$ cat config.mk
export PLATFORM = sky130hd
export DESIGN_NAME = aclk_tree
export DESIGN_NICKNAME = d
export VERILOG_FILES = /design/src/rtl/aclk_pkg.sv /design/src/rtl/aclk_cfg.sv /design/src/rtl/aclk_div.sv /design/src/rtl/aclk_tree.sv
export SDC_FILE = /design/constraint.sdc
export NUM_CORES = 1
export LEC_CHECK = 0
export BUFFER_PORTS_ARGS = -buffer_cell sky130_fd_sc_hd__buf_2
export CAP_MARGIN = 20
export CELL_PAD_IN_SITES_DETAIL_PLACEMENT = 2
export CELL_PAD_IN_SITES_GLOBAL_PLACEMENT = 2
export CORE_MARGIN = 8
export CORE_UTILIZATION = 34
export DETAILED_ROUTE_END_ITERATION = 8
export PLACE_DENSITY_LB_ADDON = 0.1
export SYNTH_ARGS = -nofsm -noshare
export SYNTH_HDL_FRONTEND = slang
export SYNTH_SLANG_ARGS = --single-unit
$ cat constraint.sdc
create_clock -name clk -period 2 [get_ports clk]
set_input_delay 0.1 -clock clk [delete_from_list [all_inputs] [get_ports clk]]
set_output_delay 0.1 -clock clk [all_outputs]
set_load 0.03 [all_outputs]
$ cat src/rtl/aclk_pkg.sv
package aclk_pkg;

    localparam int ADDR_W = 4;
    localparam int DATA_W = 6;
    localparam int CODE_W = 3;
    localparam int CNT_W  = 3;

    localparam int NCONV   = 2;
    localparam int IDX_ADC = 0;
    localparam int IDX_DAC = 1;

    localparam logic [ADDR_W-1:0] A_SYS  = ADDR_W'(4);
    localparam logic [ADDR_W-1:0] A_DIV  = ADDR_W'(6);
    localparam logic [ADDR_W-1:0] A_GATE = ADDR_W'(8);

    localparam int B_HALF  = 2;
    localparam int B_SEN   = 5;
    localparam int B_DEN   = 4;
    localparam int B_ACODE = 0;
    localparam int B_DCODE = 3;

    localparam logic [CNT_W-1:0] ONE_RATIO = CNT_W'(1);
    localparam logic [CNT_W-1:0] TWO_RATIO = CNT_W'(2);

    typedef enum logic [CODE_W-1:0] {
        DIV1 = 3'b000,
        DIV2 = 3'b010,
        DIV3 = 3'b011,
        DIV4 = 3'b100,
        DIV6 = 3'b110
    } div_code_e;

    typedef struct packed {
        logic              half;
        logic              sys_en;
        logic              dsp_en;
        logic [CODE_W-1:0] adc_code;
        logic [CODE_W-1:0] dac_code;
    } clk_cfg_t;

    localparam clk_cfg_t CFG_RESET = '{
        half:     1'b0,
        sys_en:   1'b1,
        dsp_en:   1'b1,
        adc_code: DIV1,
        dac_code: DIV1
    };

    function automatic logic [CNT_W-1:0] code_ratio(input logic [CODE_W-1:0] c);
        logic [CNT_W-1:0] r;
        case (div_code_e'(c))
            DIV2:    r = CNT_W'(2);
            DIV3:    r = CNT_W'(3);
            DIV4:    r = CNT_W'(4);
            DIV6:    r = CNT_W'(6);
            default: r = CNT_W'(1);
        endcase
        return r;
    endfunction

endpackage

$ cat src/rtl/aclk_cfg.sv
module aclk_cfg
    import aclk_pkg::*;
(
    input  logic              clk,
    input  logic              rst,
    input  logic              we,
    input  logic [ADDR_W-1:0] addr,
    input  logic [DATA_W-1:0] wdata,
    output clk_cfg_t          cfg,
    output logic [DATA_W-1:0] rdata
);

    always_ff @(posedge clk) begin
        if (rst) begin
            cfg <= CFG_RESET;
        end else if (we) begin
            case (addr)
                A_SYS:  cfg.half <= wdata[B_HALF];
                A_GATE: begin
                    cfg.sys_en <= wdata[B_SEN];
                    cfg.dsp_en <= wdata[B_DEN];
                end
                A_DIV: begin
                    cfg.adc_code <= wdata[B_ACODE +: CODE_W];
                    cfg.dac_code <= wdata[B_DCODE +: CODE_W];
                end
                default: ;
            endcase
        end
    end

    always_comb begin
        rdata = '0;
        case (addr)
            A_SYS:  rdata[B_HALF] = cfg.half;
            A_GATE: begin
                rdata[B_SEN] = cfg.sys_en;
                rdata[B_DEN] = cfg.dsp_en;
            end
            A_DIV: begin
                rdata[B_ACODE +: CODE_W] = cfg.adc_code;
                rdata[B_DCODE +: CODE_W] = cfg.dac_code;
            end
            default: ;
        endcase
    end

    // reset loads every field to its default
    p_reset_defaults_r1: assert property (@(posedge clk)
        rst |=> (cfg == CFG_RESET));

    // writes outside the map leave all settings untouched
    p_unmapped_ignored_r2: assert property (@(posedge clk) disable iff (rst)
        (we && addr != A_SYS && addr != A_DIV && addr != A_GATE) |=> $stable(cfg));

endmodule

$ cat src/rtl/aclk_div.sv
module aclk_div
    import aclk_pkg::*;
#(
    parameter logic [CNT_W-1:0] RST_RATIO = ONE_RATIO
) (
    input  logic             clk,
    input  logic             rst,
    input  logic             step,
    input  logic             gate,
    input  logic [CNT_W-1:0] ratio_next,
    output logic             ce
);

    logic [CNT_W-1:0] cnt_q;
    logic [CNT_W-1:0] ratio_q;
    logic             last;
    logic             adv;

    assign last = (cnt_q == ratio_q - 1'b1);
    assign adv  = step && gate;
    assign ce   = adv && last;

    always_ff @(posedge clk) begin
        if (rst) begin
            cnt_q   <= '0;
            ratio_q <= RST_RATIO;
        end else if (adv) begin
            if (last) begin
                cnt_q   <= '0;
                ratio_q <= ratio_next;
            end else begin
                cnt_q <= cnt_q + 1'b1;
            end
        end
    end

    // a closed gate freezes the count
    p_hold_when_gated_r6: assert property (@(posedge clk) disable iff (rst)
        !gate |=> $stable(cnt_q));

    // the count never leaves the current period
    p_count_in_range_r4: assert property (@(posedge clk) disable iff (rst)
        cnt_q < ratio_q);

    // the ratio is only replaced on a terminal-count pulse
    p_ratio_latch_r8: assert property (@(posedge clk) disable iff (rst)
        !ce |=> $stable(ratio_q));

endmodule

$ cat src/rtl/aclk_tree.sv
module aclk_tree
    import aclk_pkg::*;
(
    input  logic              clk,
    input  logic              rst,
    input  logic              cfg_we,
    input  logic [ADDR_W-1:0] cfg_addr,
    input  logic [DATA_W-1:0] cfg_wdata,
    output logic [DATA_W-1:0] cfg_rdata,
    output logic              sys_ce,
    output logic              adc_ce,
    output logic              dac_ce
);

    clk_cfg_t         cfg;
    logic [CNT_W-1:0] pre_ratio;
    logic [CODE_W-1:0] conv_code [NCONV];
    logic [NCONV-1:0] conv_ce;

    aclk_cfg u_cfg (
        .clk   (clk),
        .rst   (rst),
        .we    (cfg_we),
        .addr  (cfg_addr),
        .wdata (cfg_wdata),
        .cfg   (cfg),
        .rdata (cfg_rdata)
    );

    assign pre_ratio = cfg.half ? TWO_RATIO : ONE_RATIO;

    aclk_div #(.RST_RATIO(ONE_RATIO)) u_pre (
        .clk        (clk),
        .rst        (rst),
        .step       (1'b1),
        .gate       (cfg.sys_en),
        .ratio_next (pre_ratio),
        .ce         (sys_ce)
    );

    always_comb begin
        conv_code[IDX_ADC] = cfg.adc_code;
        conv_code[IDX_DAC] = cfg.dac_code;
    end

    for (genvar g = 0; g < NCONV; g++) begin : g_conv
        logic [CNT_W-1:0] rn;
        logic             base_ce;

        assign rn = code_ratio(conv_code[g]);

        aclk_div #(.RST_RATIO(ONE_RATIO)) u_div (
            .clk        (clk),
            .rst        (rst),
            .step       (sys_ce),
            .gate       (cfg.dsp_en),
            .ratio_next (rn),
            .ce         (base_ce)
        );

        if (g == IDX_ADC) begin : g_half
            aclk_div #(.RST_RATIO(TWO_RATIO)) u_half (
                .clk        (clk),
                .rst        (rst),
                .step       (base_ce),
                .gate       (cfg.dsp_en),
                .ratio_next (TWO_RATIO),
                .ce         (conv_ce[g])
            );

            // every 128fs pulse falls on a 256fs pulse
            p_half_on_base_r5: assert property (@(posedge clk) disable iff (rst)
                conv_ce[g] |-> base_ce);
        end else begin : g_direct
            assign conv_ce[g] = base_ce;
        end
    end

    assign adc_ce = conv_ce[IDX_ADC];
    assign dac_ce = conv_ce[IDX_DAC];

    // closed system gate silences the whole tree
    p_sys_gate_r6: assert property (@(posedge clk) disable iff (rst)
        !cfg.sys_en |-> !(sys_ce || adc_ce || dac_ce));

    // closed converter gate silences only the converter strobes
    p_dsp_gate_r7: assert property (@(posedge clk) disable iff (rst)
        !cfg.dsp_en |-> !(adc_ce || dac_ce));

    // converter strobes are a subset of system strobes
    p_subset_r9: assert property (@(posedge clk) disable iff (rst)
        (adc_ce || dac_ce) |-> sys_ce);

endmodule

==> out/qor.log, run 1 <==
INFO  floorplanning  design.die.area=6810squm
INFO  power_and_ir_drop power-per-cell-area=1280nW/um^2
INFO  floorplanning  io-pin-count=22
INFO  placement      dp_cells=241
INFO  clock_tree     clkTransAtPathRegs=0.06ns
INFO  power_and_ir_drop total_power=2.37mW
INFO  global_routing grt_start_max_net_pins=30
INFO  synthesis      syn-instance-count=172
INFO  detailed_routing detailedRoute.firstPassIterationCount=2
INFO  sta            timing.final.max_slew_violations=0
INFO  synthesis      synth-seq-area-share=0.386
INFO  clock_tree     ctsHoldBuffers=0
INFO  final_layout   non_filler_cell_area_final=1850squm
INFO  global_routing grt_busiest_layer=met2
INFO  sta            finalHoldViolCount=0
INFO  final_layout   syn_to_final_growth=22.9%
INFO  setup_path     cp_data_arrival_time=1.89ns
INFO  floorplanning  floorplan.rows=24
INFO  sta            rsz0062_at_grt=true
INFO  detailed_routing drt-vias-per-instance=5.24
INFO  synthesis      syn_area_per_cell=8.74squm
INFO  global_routing grt_pass1_vias=1399
INFO  global_routing global_route_wire_length_before_repair=6560microns
INFO  setup_path     worst-path-max-fanout=5
INFO  detailed_routing drt-total-wl=4040microns
INFO  sta            final.min_clock_period=1.99ns
INFO  synthesis      netlist.top_cell.by_area=dfxtp_1
INFO  clock_tree     cts_root_buffer=clkbuf_8
INFO  clock_tree     cts_tree=yes
INFO  synthesis      ys_types=37
INFO  final_layout   final_layout_size_suffix_gt1_frac=0.228
INFO  synthesis      yosys_most_used_dff=dfxtp_1
INFO  floorplanning  initial_utilization=0.350
INFO  sta            slew_headroom=0.632
INFO  global_routing initial_antenna_violation_count=0
INFO  final_layout   diodes=0
INFO  power_and_ir_drop power_leakage=0.775nW
INFO  sta            timing_worst_slew_pin_value=0.551ns
INFO  setup_path     crit_type=reg2out
INFO  sta            fin_worst_hold_slack=0.0673ns
INFO  sta            finalSetupViolations=0
INFO  synthesis      yosys-top-cells-area=dfxtp_1 39%, mux2i_1 6.7%, ha_1 5.0%, xor2_1 4.1%, a21oi_1 4.0%
INFO  placement      post-dp-hpwl=2980microns
INFO  synthesis      mappedNetlistArea=1500squm
INFO  global_routing met1_track_usage_gr=0.151
INFO  synthesis      postSynthNetCount=191
INFO  global_routing gr-usage-met3=0.0368
INFO  placement      post_dp_cell_area=1680squm
INFO  detailed_routing dr_total_vias=1332
INFO  final_layout   final_net_count=220
INFO  power_and_ir_drop worst_ir_drop_vdd=0.820mV
INFO  flow_run       timing.max_cap.violations=0
INFO  sta            fin_crit_sh=0.994
INFO  synthesis      asyncSetResetFlopFracSynth=0
INFO  synthesis      synth_largest_type_area_fraction=0.386
INFO  synthesis      yosys_warnings=0
INFO  placement      numPortBuffers=21
INFO  synthesis      ys_ff_latch=29
INFO  global_routing global_route.usage.total=0.124
INFO  setup_path     start_kind=register
INFO  sta            timing.fmax=503MHz
INFO  clock_tree     cts_sink_count=29
INFO  placement      place.gp.congestion=0.727
INFO  detailed_routing ant_nets=0
INFO  clock_tree     tritoncts.num_buffers=5
INFO  clock_tree     ctsLongestPathBuffers=2
INFO  global_routing met2_usage=0.208
INFO  detailed_routing first_iteration_detailed_routing_drc_count=49
INFO  outcome        outcome=complete, no violations
INFO  clock_tree     htree_num_levels=2
INFO  final_layout   stdcell_count=254
INFO  detailed_routing detail_route.drc_violations=0
INFO  sta            worst_clock_skew=0.00826ns
INFO  synthesis      synth_edf_count=0
INFO  detailed_routing routedWlPerCell=15.9microns
INFO  clock_tree     clk_latency=0.28ns
INFO  floorplanning  die-height=82.5microns
INFO  floorplanning  die_w=82.5microns
INFO  global_routing overflow=0
INFO  setup_path     cp_data_required_time=1.90ns
INFO  floorplanning  design.core.area=4290squm
INFO  setup_path     critPathCaptureType=primary output
INFO  worst_hold_path timing.hold.worst.class=in2reg
## cells in the final DEF, fill, tap and decap left out, types with 3 or more instances in the layout
cell,instances
nand2_1,14
and2_1,3
ha_1,5
buf_2,20
xnor2_1,4
buf_4,9
inv_1,8
nand4_1,3
mux2i_1,10
xor2_1,6
a21oi_1,12
nand3_1,8
clkbuf_1,3
clkbuf_8,5
o21ai_0,7
nand4b_1,3
nor3_1,9
dfxtp_1,27
nor2_1,9
## sequential cells by signal, summed over array words and instances, names as in the netlist
register and flops:
g_conv.u_div.cnt_q 6, g_conv.g_half.u_half.cnt_q 3, u_pre.cnt_q 3, u_cfg.cfg 9
u_pre.ratio_q 2, g_conv.u_div.ratio_q 6
## timing repair
action	CTS	global route
resized for setup	8	4
pin swaps	1	1
setup buffers	3	2
endpoints found under the setup margin	2	4
## metrics by stage
stage	TNS, ns	setup WS, ns	util
after floorplan	0	0.0272	-
after global placement	0	0.204	0.391
after detailed placement	0	0.139	0.391
after CTS	0	0.000160	0.423
after global routing	-0.111	-0.111	0.430
final	0	0.0118	0.430
## report_power, final
part	switching [mW]	internal (mW)
registers	0.0619	0.639
clock network	0.215	0.247
logic	0.683	0.521
## worst max-delay path: stages, from the launching register on
cell      delay [ns]
dfxtp_2         0.34
inv_2           0.05
ha_4            0.26
xor2_2          0.16
nand4b_1        0.14
buf_6           0.16
nor2_4          0.10
nor4b_4         0.23
buf_6           0.17
## cell type report
| cell class | instances | area [sq um] |
|---|---|---|
| fill | 469 | 2450 |
| multi-input combinational | 124 | 892 |
| clock buffer | 8 | 80.1 |
| tap | 52 | 65.1 |
| timing repair buffer | 31 | 190 |
| inverter | 10 | 37.5 |
| sequential | 29 | 583 |
## per-layer routing
| layer | share of wire | vias up |
|---|---|---|
| li1 | - | 658 |
| met1 | 0.46 | 650 |
| met2 | 0.51 | 20 |
| met3 | 0.026 | 4 |
| met4 | 0.0064 | 0 |
| met5 | 0 | - |
## synth_stat cells, types with 2 or more instances
library cell / n
dfxtp_1: 29
nand2_1: 14
a21oi_1: 12
inv_1: 10
mux2i_1: 10
nand3_1: 9
nor2_1: 9
nor3_1: 9
o21ai_0: 7
xor2_1: 7
ha_1: 6
clkbuf_1: 5
buf_2: 4
xnor2_1: 4
and2_1: 3
nand4_1: 3
nand4b_1: 3
a211oi_1: 2
a22oi_1: 2
and3_1: 2
nand3b_1: 2
nor2b_1: 2
nor3b_1: 2
or3_1: 2
xnor3_1: 2
## cell families (layout without fill, tap and decap cells)
group | after synthesis | in the layout | share of synthesized area
buffers and inverters | 19 | 49 | 0.0508
flip-flops | 29 | 29 | 0.386
adder cells (fa/ha/maj) | 6 | 6 | 0.0499
AND/OR/NAND/NOR | 68 | 68 | 0.248
XOR/XNOR | 13 | 13 | 0.0940
AO/OA/AOI/OAI | 27 | 27 | 0.105
multiplexers | 10 | 10 | 0.0666
## path summary, 6_finish.rpt
path                                                 start                          to  slack [ns]  cells after the start
worst max register to register            u_pre.ratio_q[0]    g_conv[0].u_div.cnt_q[2]        0.11                      8
worst max-delay path                      u_pre.ratio_q[0]                      adc_ce        0.01                      8
worst min-delay path                          cfg_wdata[5]                u_cfg.cfg[7]        0.07                      3
worst min register to register  g_conv[1].u_div.ratio_q[1]  g_conv[1].u_div.ratio_q[1]        0.48                      2
(Power assumes the default switching activity.)
==> run 2, diff against run 1 <==
Settings changed: ABC_CLOCK_PERIOD_IN_PS from default to 2000, CAP_MARGIN 20 to default, REMOVE_ABC_BUFFERS from default to 1.
==> run 2 against run 1 <==
Net effect: utilization is 0.29 points higher; critical path depth is 1 lower; register-to-register slack better by 0.02 ns; hold slack better by 0.0071 ns; non-clock buffer count is 1 lower; critical endpoint unchanged; highest routed layer unchanged.
==> out/qor.log, run 2 (synthesis gave the netlist of run 1 again) <==
INFO  outcome        outcome=complete, no violations
INFO  final_layout   diodes=0
INFO  worst_hold_path timing.hold.worst.class=in2reg
INFO  sta            finalHoldViolCount=0
INFO  setup_path     rrSetupSlack=0.13ns
INFO  final_layout   layout.filler_cells=471
INFO  sta            rsz0062_at_grt=true
INFO  final_layout   post-route-util=0.433
INFO  clock_tree     cts_tree=yes
INFO  setup_path     critPathCaptureType=primary output
INFO  clock_tree     clk_latency=0.28ns
INFO  power_and_ir_drop worst_ir_drop_vdd=0.619mV
INFO  sta            fin_crit_sh=0.990
INFO  power_and_ir_drop power_leakage=0.777nW
INFO  floorplanning  design.die.area=6810squm
INFO  floorplanning  die-height=82.5microns
INFO  placement      post-dp-hpwl=3090microns
INFO  global_routing global_route.usage.total=0.134
INFO  clock_tree     htree_num_levels=2
INFO  setup_path     worst-path-max-fanout=3
INFO  placement      numPortBuffers=21
INFO  final_layout   final_net_count=219
INFO  detailed_routing routedWlPerCell=16.4microns
INFO  sta            totalNegativeSetupSlack=0ns
INFO  global_routing global_route_wire_length_before_repair=7020microns
INFO  flow_run       timing.max_cap.violations=0
INFO  detailed_routing dr_total_vias=1319
INFO  sta            timing.fmax=505MHz
INFO  clock_tree     tritoncts.num_buffers=5
INFO  power_and_ir_drop power-per-cell-area=1320nW/um^2
INFO  final_layout   final_layout_size_suffix_gt1_frac=0.249
INFO  sta            worst_clock_skew=0.00431ns
INFO  detailed_routing drt-vias-per-instance=5.21
INFO  global_routing grt_start_max_net_pins=30
INFO  setup_path     crit_start=u_pre.ratio_q[0]
INFO  setup_path     start_kind=register
INFO  global_routing overflow=0
INFO  sta            slew_headroom=0.630
INFO  clock_tree     cts_root_buffer=clkbuf_8
INFO  detailed_routing first_iteration_detailed_routing_drc_count=17
INFO  final_layout   mostFrequentLayoutCells=26 x dfxtp_1, 19 x buf_2, 14 x nand2_1
INFO  final_layout   reg_top3=u_cfg.cfg x9, g_conv.u_div.cnt_q x6, g_conv.u_div.ratio_q x6
INFO  detailed_routing detail_route.drc_violations=0
INFO  clock_tree     clkTransAtPathRegs=0.07ns
INFO  detailed_routing drt-total-wl=4160microns
INFO  final_layout   stdcell_count=253
INFO  clock_tree     ctsLongestPathBuffers=2
INFO  detailed_routing detailedRoute.firstPassIterationCount=4
INFO  floorplanning  initial_utilization=0.350
INFO  setup_path     cp_data_arrival_time=1.88ns
INFO  sta            timing.final.max_slew_violations=0
INFO  worst_hold_path min-delay-start=cfg_wdata[5]
INFO  clock_tree     ctsHoldBuffers=0
INFO  clock_tree     cts_sink_count=29
INFO  floorplanning  die_w=82.5microns
INFO  floorplanning  design.core.area=4290squm
INFO  setup_path     crit_type=reg2out
INFO  placement      dp_cells=243
INFO  global_routing initial_antenna_violation_count=0
INFO  final_layout   flip_flop_count_of_the_largest_register_all_copies_and_words_added=9
INFO  global_routing grt_pass1_vias=1469
INFO  sta            final.min_clock_period=1.98ns
INFO  sta            timing_worst_slew_pin_value=0.555ns
INFO  final_layout   registers.top_by_ff_count=u_cfg.cfg
INFO  detailed_routing ant_nets=0
INFO  final_layout   final_common_cell=dfxtp_1
INFO  final_layout   syn_to_final_growth=23.7%
INFO  power_and_ir_drop total_power=2.46mW
INFO  sta            fin_worst_hold_slack=0.0744ns
INFO  floorplanning  floorplan.rows=24
INFO  floorplanning  io-pin-count=22
INFO  placement      place.gp.congestion=0.699
INFO  setup_path     timing.rr.start=u_pre.ratio_q[0]
INFO  sta            finalSetupViolations=0
INFO  setup_path     cp_data_required_time=1.90ns
run 2: path summary, 6_finish.rpt:
path	endpoint	cells after the start
max	adc_ce	7
max reg2reg	g_conv[0].u_div.cnt_q[2]	7
min reg2reg	g_conv[0].u_div.cnt_q[2]	2
min	u_cfg.cfg[7]	3
run 2: final cells by class:
type                    count  area (sq um)  share of cell area
well taps                  52          65.1              0.0350
repair buffers             30           181              0.0975
multi-input cells         124           891               0.479
flip-flops and latches     29           584               0.314
clock inverters             1          5.00             0.00269
clock buffers               7          96.3              0.0518
inverters                  10          37.5              0.0202
run 2: through the flow:
step	area (sq um)	setup WS, ns
floorplan	1470	-0.604
global placement	1690	0.123
detailed placement	1690	0.00718
CTS	1840	0.000218
global route	1860	-0.103
finish	1860	0.0201
run 2: critical path: stages (launching register included):
cell	delay, ns
dfxtp_2	0.35
inv_2	0.05
ha_4	0.27
xor2_2	0.17
nand4b_1	0.20
nor2_2	0.18
nor4b_4	0.19
buf_4	0.19
run 2: repair_timing:
action	4_1_cts	5_1_grt
hold endpoints to repair	0	0
gates resized for setup	8	7
pin swaps	2	2
setup endpoints to repair	4	5
setup buffers	2	0
run 2: routing by layer:
layer | vias to the layer above | routed length (microns) | track usage
met2 | 18 | 2090 | 0.224
met3 | 2 | 112 | 0.0357
li1 | 657 | - | -
met1 | 642 | 1940 | 0.166
met5 | - | 0 | 0
met4 | 0 | 19 | 0.0362
run 2: power breakdown:
group          internal (mW)  switching [mW]  total, mW
Sequential             0.639          0.0604      0.700
Clock                  0.311           0.230      0.541
Combinational          0.528           0.693       1.22
Total                   1.48           0.983       2.46
==> run 3, diff against run 2 <==
Settings changed: HOLD_SLACK_MARGIN from default to 0.12, RECOVER_POWER from default to 50.
==> run 3 against run 2 <==
Net effect: flip-flop and latch count did not move; utilization rose by 1.1 points; register-to-register slack about the same; clock-buffer cell count unchanged; clock skew is 0.00063 ns lower; critical endpoint unchanged; highest routed layer unchanged.
==> out/qor.log, run 3 (synthesis gave the netlist of run 1 again) <==
INFO  outcome        outcome=complete, no violations
INFO  global_routing overflow=0
INFO  sta            finalHoldViolCount=0
INFO  power_and_ir_drop power_switching=985uW
INFO  worst_hold_path min-delay-start=cfg_we
INFO  clock_tree     clkTransAtPathRegs=0.07ns
INFO  power_and_ir_drop total_power=2.47mW
INFO  clock_tree     cts_sink_count=29
INFO  detailed_routing drt-total-wl=4300microns
INFO  final_layout   stdcell_count=259
INFO  detailed_routing dr_total_vias=1351
INFO  floorplanning  io-pin-count=22
INFO  detailed_routing detail_route.drc_violations=0
INFO  floorplanning  die-height=82.5microns
INFO  detailed_routing drt-vias-per-instance=5.22
INFO  sta            timing.fmax=504MHz
INFO  final_layout   reg_top3=u_cfg.cfg x9, g_conv.u_div.cnt_q x6, g_conv.u_div.ratio_q x6
INFO  detailed_routing detailedRoute.firstPassIterationCount=5
INFO  setup_path     cp_data_required_time=1.90ns
INFO  sta            timing_worst_slew_pin_value=0.569ns
INFO  global_routing initial_antenna_violation_count=0
INFO  final_layout   syn_to_final_growth=26.8%
INFO  sta            slew_headroom=0.621
INFO  clock_tree     tritoncts.num_buffers=5
INFO  placement      post_dp_cell_area=1690squm
INFO  clock_tree     clk_latency=0.28ns
INFO  sta            totalNegativeSetupSlack=0ns
INFO  clock_tree     ctsLongestPathBuffers=2
INFO  global_routing global_route_wire_length_before_repair=7250microns
INFO  worst_hold_path timing.hold.worst.class=in2reg
INFO  placement      numPortBuffers=21
INFO  power_and_ir_drop worst_ir_drop_vdd=0.619mV
INFO  flow_run       timing.max_cap.violations=0
INFO  final_layout   post-route-util=0.444
INFO  power_and_ir_drop power.combinational.fraction=0.497
INFO  floorplanning  floorplan.rows=24
INFO  power_and_ir_drop power-per-cell-area=1290nW/um^2
INFO  final_layout   diodes=0
INFO  clock_tree     cts_tree=yes
INFO  power_and_ir_drop power.share.sequential=0.283
INFO  global_routing gr-usage-met3=0.0368
INFO  detailed_routing ant_nets=0
INFO  worst_hold_path hold_crit_depth=3
INFO  setup_path     critPathCaptureType=primary output
INFO  detailed_routing first_iteration_detailed_routing_drc_count=25
INFO  final_layout   flip_flop_count_of_the_largest_register_all_copies_and_words_added=9
INFO  setup_path     timing.rr.start=u_pre.ratio_q[0]
INFO  sta            worst_clock_skew=0.00368ns
INFO  power_and_ir_drop power_switching_share=0.399
INFO  placement      place.gp.congestion=0.699
INFO  final_layout   mostFrequentLayoutCells=26 x dfxtp_1, 14 x nand2_1, 12 x a21oi_1
INFO  setup_path     cp_data_arrival_time=1.88ns
INFO  floorplanning  initial_utilization=0.350
INFO  power_and_ir_drop power.internal=1.48mW
INFO  setup_path     crit_start=u_pre.ratio_q[0]
INFO  global_routing grt_start_max_net_pins=30
INFO  sta            fin_crit_sh=0.991
INFO  global_routing met2_usage=0.233
INFO  clock_tree     cts_root_buffer=clkbuf_8
INFO  placement      post-dp-hpwl=3090microns
INFO  sta            finalSetupViolations=0
INFO  global_routing global_route.usage.total=0.138
INFO  clock_tree     htree_num_levels=2
INFO  setup_path     start_kind=register
INFO  final_layout   registers.top_by_ff_count=u_cfg.cfg
INFO  detailed_routing routedWlPerCell=16.6microns
INFO  sta            final.min_clock_period=1.98ns
INFO  floorplanning  design.die.area=6810squm
INFO  sta            fin_ws=0.0178ns
INFO  sta            rsz0062_at_grt=true
INFO  placement      dp_cells=243
INFO  setup_path     worst-path-max-fanout=3
INFO  global_routing grt_busiest_layer=met2
INFO  sta            fin_worst_hold_slack=0.180ns
INFO  global_routing met1_track_usage_gr=0.169
INFO  floorplanning  die_w=82.5microns
INFO  floorplanning  design.core.area=4290squm
INFO  final_layout   final_common_cell=dfxtp_1
INFO  global_routing grt_pass1_vias=1505
INFO  final_layout   non_filler_cell_area_final=1910squm
INFO  placement      placement.setup.worst_slack=0.00718ns
INFO  final_layout   final_layout_size_suffix_gt1_frac=0.198
INFO  power_and_ir_drop clock_power_share=0.219
INFO  setup_path     rr_worst_depth=7
INFO  final_layout   final_net_count=225
INFO  setup_path     crit_type=reg2out
INFO  power_and_ir_drop power_leakage=0.766nW
INFO  sta            timing.final.max_slew_violations=0
[run 3: cell count changes in the layout (fill, tap and decap cells not counted), sizes merged]
cell         change
buf              -9
clkbuf           +9
dlygate4sd3      +6
[run 3: per-layer routing]
| metal | part of all wire | wire [microns] | vias up |
|---|---|---|---|
| met5 | 0 | 0 | - |
| met4 | 0.0044 | 19 | 0 |
| met3 | 0.025 | 109 | 2 |
| met2 | 0.51 | 2190 | 17 |
| met1 | 0.46 | 1980 | 664 |
| li1 | - | - | 668 |
[run 3: critical path, stage by stage, from the launching register on]
cell and delay, ns:
dfxtp_2 0.35, inv_2 0.05, ha_4 0.27, xor2_2 0.17
nand4b_1 0.20, nor2_2 0.18, nor4b_4 0.19, buf_4 0.19
[run 3: final cells by class]
| cell class | count | area (sq um) |
|---|---|---|
| clock buffers | 7 | 96.3 |
| clock inverters | 1 | 5.00 |
| fillers | 475 | 2390 |
| inverters | 10 | 37.5 |
| multi-input cells | 124 | 891 |
| flip-flops and latches | 29 | 584 |
| well taps | 52 | 65.1 |
| repair buffers | 36 | 228 |
[run 3: final timing paths]
path	endpoint	slack [ns]
max	adc_ce	0.02
min	u_cfg.cfg[1]	0.18
max reg2reg	g_conv[0].u_div.cnt_q[2]	0.13
min reg2reg	g_conv[0].u_div.cnt_q[2]	0.50
[run 3: what timing repair did]
| item | in CTS | in global routing |
|---|---|---|
| gates resized for setup | 8 | 7 |
| hold buffers | 6 | 0 |
| hold endpoints to repair | 9 | 0 |
| setup buffers | 2 | 0 |
| setup endpoints to repair | 4 | 5 |
| pin swaps | 2 | 3 |
| cloned | 0 | 0 |
[run 3: power by group through the flow]
stage          clock network [mW]  logic [mW]  registers, mW
5_1_grt                     0.588        1.34          0.709
3_5_place_dp                    0        1.10          0.710
3_3_place_gp                    0        1.03          0.704
6_report                    0.541        1.23          0.700
2_1_floorplan                   0       0.665          0.693
4_1_cts                     0.562        1.18          0.700
